### src/rtl/i2c_mem_pkg.sv
package i2c_mem_pkg;
  localparam int BYTE_W = 8;
  localparam int CNT_W  = 4;

  typedef enum logic [2:0] {
    ST_IDLE,
    ST_DEV,
    ST_WADDR,
    ST_WDATA,
    ST_ACK,
    ST_RD,
    ST_RACK,
    ST_IGNORE
  } state_e;
endpackage

### src/rtl/i2c_sync_ff.sv
module i2c_sync_ff #(
  parameter int   STAGES  = 2,
  parameter logic RST_VAL = 1'b1
) (
  input  logic clk_i,
  input  logic rst_ni,
  input  logic d_i,
  output logic q_o
);
  logic [STAGES-1:0] sr_q;

  always_ff @(posedge clk_i or negedge rst_ni) begin
    if (!rst_ni) sr_q <= {STAGES{RST_VAL}};
    else         sr_q <= {sr_q[STAGES-2:0], d_i};
  end

  assign q_o = sr_q[STAGES-1];
endmodule

### src/rtl/i2c_bus_events.sv
module i2c_bus_events #(
  parameter int SYNC_STAGES = 2
) (
  input  logic clk_i,
  input  logic rst_ni,
  input  logic scl_i,
  input  logic sda_i,
  output logic scl_o,
  output logic sda_o,
  output logic scl_rise_o,
  output logic scl_fall_o,
  output logic start_o,
  output logic stop_o
);
  localparam int NLINES = 2;

  logic [NLINES-1:0] raw, synced;
  logic              scl_p_q, sda_p_q;

  assign raw = {scl_i, sda_i};

  for (genvar g = 0; g < NLINES; g++) begin : g_sync
    i2c_sync_ff #(.STAGES(SYNC_STAGES), .RST_VAL(1'b1)) u_sync (
      .clk_i (clk_i),
      .rst_ni(rst_ni),
      .d_i   (raw[g]),
      .q_o   (synced[g])
    );
  end

  assign scl_o = synced[1];
  assign sda_o = synced[0];

  always_ff @(posedge clk_i or negedge rst_ni) begin
    if (!rst_ni) begin
      scl_p_q <= 1'b1;
      sda_p_q <= 1'b1;
    end else begin
      scl_p_q <= scl_o;
      sda_p_q <= sda_o;
    end
  end

  assign scl_rise_o = scl_o & ~scl_p_q;
  assign scl_fall_o = ~scl_o & scl_p_q;
  // data edges only count as bus conditions while the clock stays high
  assign start_o    = scl_o & scl_p_q & sda_p_q & ~sda_o;
  assign stop_o     = scl_o & scl_p_q & ~sda_p_q & sda_o;
endmodule

### src/rtl/i2c_addr_ptr.sv
module i2c_addr_ptr #(
  parameter int ADDR_W = 8
) (
  input  logic              clk_i,
  input  logic              rst_ni,
  input  logic              load_i,
  input  logic [ADDR_W-1:0] load_val_i,
  input  logic              inc_i,
  output logic [ADDR_W-1:0] ptr_o
);
  localparam logic [ADDR_W-1:0] ONE = ADDR_W'(1);

  always_ff @(posedge clk_i or negedge rst_ni) begin
    if (!rst_ni)     ptr_o <= '0;
    else if (load_i) ptr_o <= load_val_i;
    else if (inc_i)  ptr_o <= ptr_o + ONE;  // natural wrap at 2**ADDR_W
  end
endmodule

### src/rtl/i2c_mem_target.sv
module i2c_mem_target
  import i2c_mem_pkg::*;
#(
  parameter logic [6:0] DEV_ADDR    = 7'h50,
  parameter int         ADDR_W      = 8,
  parameter int         SYNC_STAGES = 2
) (
  input  logic              clk_i,
  input  logic              rst_ni,
  input  logic              scl_i,
  input  logic              sda_i,
  output logic              sda_oe_o,
  input  logic              busy_i,
  output logic [ADDR_W-1:0] mem_raddr_o,
  input  logic [BYTE_W-1:0] mem_rdata_i,
  output logic              wr_valid_o,
  output logic [ADDR_W-1:0] wr_addr_o,
  output logic [BYTE_W-1:0] wr_data_o,
  output logic              wr_commit_o
);
  localparam logic [CNT_W-1:0] BITS_PER_BYTE = CNT_W'(BYTE_W);
  localparam logic [CNT_W-1:0] CNT_ONE       = CNT_W'(1);

  logic scl_s, sda_s, scl_rise, scl_fall, start_evt, stop_evt;

  i2c_bus_events #(.SYNC_STAGES(SYNC_STAGES)) u_events (
    .clk_i     (clk_i),
    .rst_ni    (rst_ni),
    .scl_i     (scl_i),
    .sda_i     (sda_i),
    .scl_o     (scl_s),
    .sda_o     (sda_s),
    .scl_rise_o(scl_rise),
    .scl_fall_o(scl_fall),
    .start_o   (start_evt),
    .stop_o    (stop_evt)
  );

  state_e              state_q, ret_q;
  logic [CNT_W-1:0]    cnt_q;
  logic [BYTE_W-1:0]   rx_sr_q, tx_sr_q;
  logic                oe_q, pend_q, mack_q;
  logic                wr_valid_q, commit_q;
  logic [ADDR_W-1:0]   wr_addr_q;
  logic [BYTE_W-1:0]   wr_data_q;

  logic                byte_done, dev_match, ld_tx, ptr_load, ptr_inc;
  logic [ADDR_W-1:0]   ptr;

  always_comb begin
    byte_done = scl_fall && (cnt_q == BITS_PER_BYTE);
    dev_match = (rx_sr_q[BYTE_W-1:1] == DEV_ADDR);
    ld_tx     = scl_fall && !start_evt && !stop_evt &&
                (((state_q == ST_ACK) && (ret_q == ST_RD)) ||
                 ((state_q == ST_RACK) && mack_q));
    ptr_load  = !start_evt && !stop_evt && (state_q == ST_WADDR) && byte_done;
    ptr_inc   = ld_tx ||
                (!start_evt && !stop_evt && (state_q == ST_WDATA) && byte_done);
  end

  i2c_addr_ptr #(.ADDR_W(ADDR_W)) u_ptr (
    .clk_i     (clk_i),
    .rst_ni    (rst_ni),
    .load_i    (ptr_load),
    .load_val_i(rx_sr_q[ADDR_W-1:0]),
    .inc_i     (ptr_inc),
    .ptr_o     (ptr)
  );

  always_ff @(posedge clk_i or negedge rst_ni) begin
    if (!rst_ni) begin
      state_q    <= ST_IDLE;
      ret_q      <= ST_IDLE;
      cnt_q      <= '0;
      rx_sr_q    <= '0;
      tx_sr_q    <= '0;
      oe_q       <= 1'b0;
      pend_q     <= 1'b0;
      mack_q     <= 1'b0;
      wr_valid_q <= 1'b0;
      commit_q   <= 1'b0;
      wr_addr_q  <= '0;
      wr_data_q  <= '0;
    end else begin
      wr_valid_q <= 1'b0;
      commit_q   <= 1'b0;
      if (start_evt) begin
        state_q <= ST_DEV;
        cnt_q   <= '0;
        oe_q    <= 1'b0;
      end else if (stop_evt) begin
        state_q  <= ST_IDLE;
        oe_q     <= 1'b0;
        commit_q <= pend_q;
        pend_q   <= 1'b0;
      end else begin
        if (scl_rise) begin
          if (state_q inside {ST_DEV, ST_WADDR, ST_WDATA}) begin
            rx_sr_q <= {rx_sr_q[BYTE_W-2:0], sda_s};
            cnt_q   <= cnt_q + CNT_ONE;
          end else if (state_q == ST_RD) begin
            cnt_q <= cnt_q + CNT_ONE;
          end else if (state_q == ST_RACK) begin
            mack_q <= ~sda_s;
          end
        end
        if (scl_fall) begin
          unique case (state_q)
            ST_DEV: if (byte_done) begin
              cnt_q <= '0;
              if (dev_match && !busy_i) begin
                oe_q    <= 1'b1;
                state_q <= ST_ACK;
                ret_q   <= rx_sr_q[0] ? ST_RD : ST_WADDR;
              end else begin
                state_q <= ST_IGNORE;
              end
            end
            ST_WADDR: if (byte_done) begin
              cnt_q   <= '0;
              oe_q    <= 1'b1;
              state_q <= ST_ACK;
              ret_q   <= ST_WDATA;
            end
            ST_WDATA: if (byte_done) begin
              cnt_q      <= '0;
              oe_q       <= 1'b1;
              state_q    <= ST_ACK;
              ret_q      <= ST_WDATA;
              wr_valid_q <= 1'b1;
              wr_addr_q  <= ptr;
              wr_data_q  <= rx_sr_q;
              pend_q     <= 1'b1;
            end
            ST_ACK: begin
              state_q <= ret_q;
              oe_q    <= 1'b0;
              if (ret_q == ST_RD) begin
                tx_sr_q <= mem_rdata_i;
                oe_q    <= ~mem_rdata_i[BYTE_W-1];
              end
            end
            ST_RD: begin
              if (cnt_q == BITS_PER_BYTE) begin
                oe_q    <= 1'b0;       // hand SDA to master for its ack bit
                state_q <= ST_RACK;
              end else begin
                tx_sr_q <= {tx_sr_q[BYTE_W-2:0], 1'b0};
                oe_q    <= ~tx_sr_q[BYTE_W-2];
              end
            end
            ST_RACK: begin
              if (mack_q) begin
                tx_sr_q <= mem_rdata_i;
                oe_q    <= ~mem_rdata_i[BYTE_W-1];
                cnt_q   <= '0;
                state_q <= ST_RD;
              end else begin
                state_q <= ST_IGNORE;
              end
            end
            default: ;
          endcase
        end
      end
    end
  end

  assign sda_oe_o    = oe_q;
  assign mem_raddr_o = ptr;
  assign wr_valid_o  = wr_valid_q;
  assign wr_addr_o   = wr_addr_q;
  assign wr_data_o   = wr_data_q;
  assign wr_commit_o = commit_q;
endmodule

### config.mk
export PLATFORM = sky130hd
export DESIGN_NAME = i2c_mem_target
export DESIGN_NICKNAME = d
export VERILOG_FILES = /design/src/rtl/i2c_mem_pkg.sv /design/src/rtl/i2c_sync_ff.sv /design/src/rtl/i2c_bus_events.sv /design/src/rtl/i2c_addr_ptr.sv /design/src/rtl/i2c_mem_target.sv
export SDC_FILE = /design/constraint.sdc
export NUM_CORES = 1
export LEC_CHECK = 0
export BUFFER_PORTS_ARGS = -buffer_cell sky130_fd_sc_hd__buf_2
export CAP_MARGIN = 30
export CORE_ASPECT_RATIO = 0.5
export CORE_MARGIN = 8
export CORE_UTILIZATION = 51
export CTS_CLUSTER_DIAMETER = 30
export DETAILED_ROUTE_END_ITERATION = 10
export GPL_ROUTABILITY_DRIVEN = 0
export PLACE_DENSITY = 0.83
export SLEW_MARGIN = 15
export SYNTH_ARGS = -nofsm -noshare
export SYNTH_HDL_FRONTEND = slang
export SYNTH_SLANG_ARGS = --single-unit
### constraint.sdc
create_clock -name clk_i -period 1.9 [get_ports clk_i]
set_input_delay 0.19 -clock clk_i [delete_from_list [all_inputs] [get_ports clk_i]]
set_output_delay 0.19 -clock clk_i [all_outputs]
set_load 0.02 [all_outputs]
Word-level counts from Yosys, hierarchy flattened
Index checks and enable logic that the tools add are counted.
W data, S select, Z words.

word-level totals
  input port bits = 13
  flip-flop bits (word level) = 60
  word-level logic and storage cells = 142

cells by class
  multiplexer cells = 49
  bitwise gates (word level) = 17
  reduce and logical (&&, ||, !) cells = 36
  equal/unequal tests = 21
  add/sub/neg operators = 2

operators with widths
  operator               count
  $mux W4                8
  $mux W3                10
  $mux W7                3
  $pmux W7 S3            1
  $mux W1                19
  $mux W8                2
  $pmux W3 S5            1
  $reduce_and A7 Y1      2
  $eq A3 B3 Y1 const B   4
  $logic_and A1 B1 Y1    12
  $ne A4 B4 Y1 const B   3
  $reduce_and A6 Y1      2
  $not A1 Y1             10
  $reduce_and A5 Y1      2
  $reduce_bool A2 Y1     5
  $reduce_bool A3 Y1     3
  $add A8 B1 Y8 const B  1
  $ne A2 B2 Y1 const B   4
  $pmux W4 S2            1
  $reduce_and A4 Y1      2
  $and A1 B1 Y1          7
  $eq A7 B7 Y1 const B   1
  $reduce_bool A7 Y1     1
  $eq A3 B2 Y1 const B   2
  13 further kinds       19

Depth between registers and ports, before layout
  word-level depth = 10
  gate-level depth with buffers = 9

Modules after synthesis
Synthesis repeated with hierarchy kept, for this count alone.

second synthesis, totals
  cell total of the unflattened synthesis = 266
  area, all modules = 3074.2 um^2

by module, submodules not included
  module          sequential area each (um^2)  cells each  area each (um^2)  instances
  i2c_mem_target  1151.1                       207         2433.6            1
  i2c_addr_ptr    200.2                        49          450.4             1
  i2c_sync_ff     52.6                         2           52.6              2
  i2c_bus_events  52.6                         6           85.1              1

Worst setup path after synthesis
Ideal clock, no wire load.

  kind = register to register
  start point = register cnt_q[0]
  end point = register wr_addr_q[2], in the netlist wr_addr_o[2]
  path slack = -0.034 ns
  period minus slack after synthesis = 1.934 ns
  arrival time = 1.817 ns
  data required time = 1.782 ns
  cell stages (with the launch flop) = 10
  path buffers = 3
  cells stage by stage = dfrtp_1 -> inv_1 -> ha_1 -> nand3b_1 -> or4_4 -> buf_6 -> clkbuf_1 -> buf_2 -> nand2_1 -> nand2_1

between the ends
  cells in the longest elaborated chain, start to end = 3

ends and longest elaborated chain
  element                      line                   source
  start, declared              i2c_mem_target.sv:40   logic [CNT_W-1:0] cnt_q;
  start signal, assigned       i2c_mem_target.sv:100  cnt_q <= cnt_q + CNT_ONE;
  start signal, assigned       i2c_mem_target.sv:102  cnt_q <= cnt_q + CNT_ONE;
  $eq A4 B4 Y1                 i2c_mem_target.sv:51   byte_done = scl_fall && (cnt_q == BITS_PER_BYTE);
  $logic_and A1 B1 Y1          i2c_mem_target.sv:51
  $reduce_and A5 Y1 (no line)  n/a
  end signal, assigned         i2c_mem_target.sv:131  wr_addr_q <= ptr;
  end, declared                i2c_mem_target.sv:44   logic [ADDR_W-1:0] wr_addr_q;

No other way between the ends.
A chain may end at the register's enable or synchronous reset.

Worst setup path in the final report
  start point = register cnt_q[1]
  end point = register u_ptr.ptr_o[5]

between the ends
  cells in the longest elaborated chain, start to end = 5

ends and longest elaborated chain
  element                       line                  source
  $eq A4 B4 Y1 (*)              i2c_mem_target.sv:51
  $logic_and A1 B1 Y1 (*)       i2c_mem_target.sv:51
  $logic_and A1 B1 Y1           i2c_mem_target.sv:58  (!start_evt && !stop_evt && (state_q == ST_WDATA) && byte_done);
  $logic_or A1 B1 Y1            i2c_mem_target.sv:57  ptr_inc = ld_tx ||
  $reduce_bool A2 Y1 (no line)  n/a
  end signal, assigned          i2c_addr_ptr.sv:15    else if (load_i) ptr_o <= load_val_i;
  end signal, assigned          i2c_addr_ptr.sv:16    else if (inc_i) ptr_o <= ptr_o + ONE;
  end, declared                 i2c_addr_ptr.sv:9     output logic [ADDR_W-1:0] ptr_o

Mark *: on every way between the ends. The rest lies on a longest branch, timed or not.

==> flow_summary.yaml <==
sta:
  setup_slack_ns: -0.0332
  drv_slew: 0
  timing.fmax_mhz: 517
  hold_violations: 0
  setup-violations-final: 9
  holdWs_ns: 0.0933
  worst_pin_slew_ns: 0.752
  grt_setup_unrepaired: "yes"
  period_share_pct: 102
  min_period_ns: 1.93
  finClkSkew_ns: 0.00996
  slew_headroom_pct: 49.6
detailed_routing:
  drt-pass1-iter-count: 5
  ant_nets: 0
  vias: 2497
  vias_per_cell: 5.70
  drc_errors: 0
  drtIter0Drc: 197
  detail_route.wl_per_cell_um: 16.5
  totalWireLength_um: 7230
synth:
  synth_edf_count: 0
  yosys.cell_types.count: 51
  avgSynthCellArea_sq_um: 9.73
  synth-seq-cells: 60
  synthXorXnorAreaFrac_pct: 2.18
  yosysTopAreaCell: "dfrtp_1"
  synth_adder_area_share_pct: 1.34
  syn_area_sq_mm: 0.00281
  synth_compound_area_share_pct: 13.2
  muxShareOfSynthArea_pct: 6.01
  synth_top_area_share_pct: 48.1
  synth_top_family_by_area: "simple AND/OR/NAND/NOR gates"
  synth-simple-area-share_pct: 20.3
  netlist_instances: 289
  synth_area_leaders: "dfrtp_1, nand2_1, dfstp_2"
  ys_seq_area_share_pct: 53.7
  async_reset_ff_share_pct: 100
  synthFlopType: "dfrtp_1"
  syn_nets: 305
  yosysWarnings: 0
outcome:
  status: "finished, violations left"
  violations: "negative setup slack"
clock_network:
  htreeDepth: 3
  cts_root_buffer: "clkbuf_8"
  cts.clk_slew.worst_paths_ns: 0.07
  numCtsBuffers: 9
  clockBufferDepth: 2
  cts_tree: "yes"
  clk-insertion-delay-late_ns: 0.34
  clock_sinks: 60
setup_path:
  rr_startpoint: "cnt_q[1]"
  worstSetupStartpointType: "flip-flop"
  worstPathCellList: "inv_2 -> ha_4 -> nand3b_1 -> or4_4 -> a211oi_4 -> xnor2_1 -> a21oi_1"
  worst-setup-path-type: "reg2reg"
  crit_start: "cnt_q[1]"
  rrSetupSlack_ns: -0.03
  cpPeakStageDelay_ns: 0.59
  required_ns: 2.13
  arrival_ns: 2.16
  critical_path.top_delay_family: "simple AND/OR/NAND/NOR gates"
  worstPathMaxFanout: 7
  regToRegEndpoint: "u_ptr.ptr_o[5]"
  crit_end: "u_ptr.ptr_o[5]"
  critPathBufInv: 1
  crit_slowest_cell: "or4_4"
  cp_num_cells: 7
  end_kind: "flip-flop"
  reg2reg_depth: 7
place:
  port_buffers: 39
  pre_cts_ws_ns: -0.0125
  hpwlAfterDp_um: 4800
pwr:
  power.internal_mw: 2.92
  switching_share_pct: 37.1
  vdd_drop_max_mv: 0.749
  pwr-share-clk_pct: 23.4
  sequentialPowerShare_pct: 42.4
  p_leak_nw: 1.79
  power_frac_comb_pct: 34.2
  p_per_area_mw_per_mm2: 1320
  power.switching_mw: 1.73
cells_and_area:
  drive_above_1_share_pct: 29.9
  area_growth_pct: 25.4
  nets: 376
  ff_latch_area_sq_mm: 0.00151
  antennaDiodeCount: 0
  fillers: 393
  multi_input_area_sq_mm: 0.00123
global_routing:
  grt_usage_pct: 17.9
  grt_max_degree: 35
  grt-ovfl-total: 0
  grt_antenna_before_repair: 0
  grt_pass1_wl_um: 11500
  grt_pass1_vias: 2437
floorplanning:
  die-area_sq_mm: 0.00829
  start_util_pct: 52.1
  core_sq_mm: 0.00540
  rows: 19
  io_pins: 40
  die_x_um: 121
  die_h_um: 68.5
run:
  maxCapViolCount: 0
hold_path:
  hp-class: "in2reg"
registers in the layout (all words and copies together) (netlist names), 3 cells and up:
name	count
cnt_q	4
ret_q	3
rx_sr_q	8
state_q	3
tx_sr_q	7
u_events.g_sync.u_sync.sr_q	4
u_ptr.ptr_o	8
wr_addr_o	8
wr_data_o	8
worst min-delay path by stage:
stage | slack, ns | end | cells after the start | start
after global placement | 0.22 | wr_data_o[1] | 1 | rst_ni
after detailed placement | 0.24 | wr_data_o[1] | 1 | rst_ni
after CTS | 0.09 | tx_sr_q[0] | 3 | mem_rdata_i[0]
after global routing | 0.09 | tx_sr_q[0] | 3 | mem_rdata_i[0]
after floorplan | -0.11 | cnt_q[0] | 0 | rst_ni
final | 0.09 | tx_sr_q[0] | 3 | mem_rdata_i[0]
power groups by stage:
stage          Combinational [mW]  Clock, mW  Sequential (mW)
2_1_floorplan               0.866          0             2.00
3_3_place_gp                 1.41          0             1.94
3_5_place_dp                 1.48          0             1.97
4_1_cts                      1.51       1.11             1.95
5_1_grt                      1.75       1.17             2.01
6_report                     1.59       1.09             1.97
cell type report:
class                      instances  area share, %
timing repair buffer              72           13.3
sequential                        60           42.8
multi-input combinational        207           35.0
inverter                          10           1.06
clock inverter                     5           1.53
clock buffer                      11           3.73
tap                               73           2.59
per-layer routing:
metal | GRT usage [%] | part of all wire [%] | up-vias
met5 | 0 | 0 | -
met4 | 9.40 | 2.4 | 0
met3 | 6.42 | 8.2 | 28
met2 | 30.2 | 49 | 145
met1 | 20.3 | 40 | 1184
li1 | - | - | 1140
timing repair:
action | in CTS | in global routing
pin swaps | 4 | 4
buffers inserted | 1 | 5
endpoints found under the hold margin | 22 | 0
gates resized for setup | 2 | 7
endpoints found under the setup margin | 1 | 33
hold buffers | 3 | 0
stage by stage:
step                      cell area (sq um)  cells  setup TNS [ns]  util, %  power (mW)
final                                  3530    438          -0.127     65.3        4.65
after global placement                 3240    413               0     60.0        3.35
after global routing                   3530    438          -0.884     65.3        4.93
after CTS                              3460    433         -0.0412     64.2        4.56
after detailed placement               3240    413         -0.0125     60.0        3.44
after floorplan                        2810    289          -0.301        -        2.87
synthesized netlist by cell type (6+ instances only):
cell	n
nor2_1	18
nand2_1	67
nand3_1	8
dfstp_2	6
mux2_2	7
dfrtp_1	54
a31oi_1	6
o21ai_0	17
clkbuf_1	7
inv_1	9
a21oi_1	17
mux2i_1	9
kinds of logic after synthesis:
| logic type | Yosys count |
|---|---|
| flops | 60 |
| fa+ha+maj | 3 |
| xor+xnor | 7 |
| compound gates | 59 |
| mux | 16 |
| buf+inv | 22 |
| simple gates | 122 |
cells in the final DEF (no fill, tap or decap), drive strengths merged, types with 3 or more instances in the layout:
master,count
dlygate4sd3,3
clkbuf,11
xnor2,4
mux2,7
a21oi,17
clkinv,4
buf,69
mux2i,9
a31oi,6
inv,10
nor2,18
dfstp,6
xor2,3
a21boi,3
nand2b,5
ha,3
nand3,8
nand2,67
nor3,6
dfrtp,54
o21ai,17
tightest hold or removal path, cell delays in order:
cell	delay, ns
buf_2	0.09
nand2_1	0.04
o21ai_0	0.07
No activity file was read; power rests on OpenSTA's default activity.
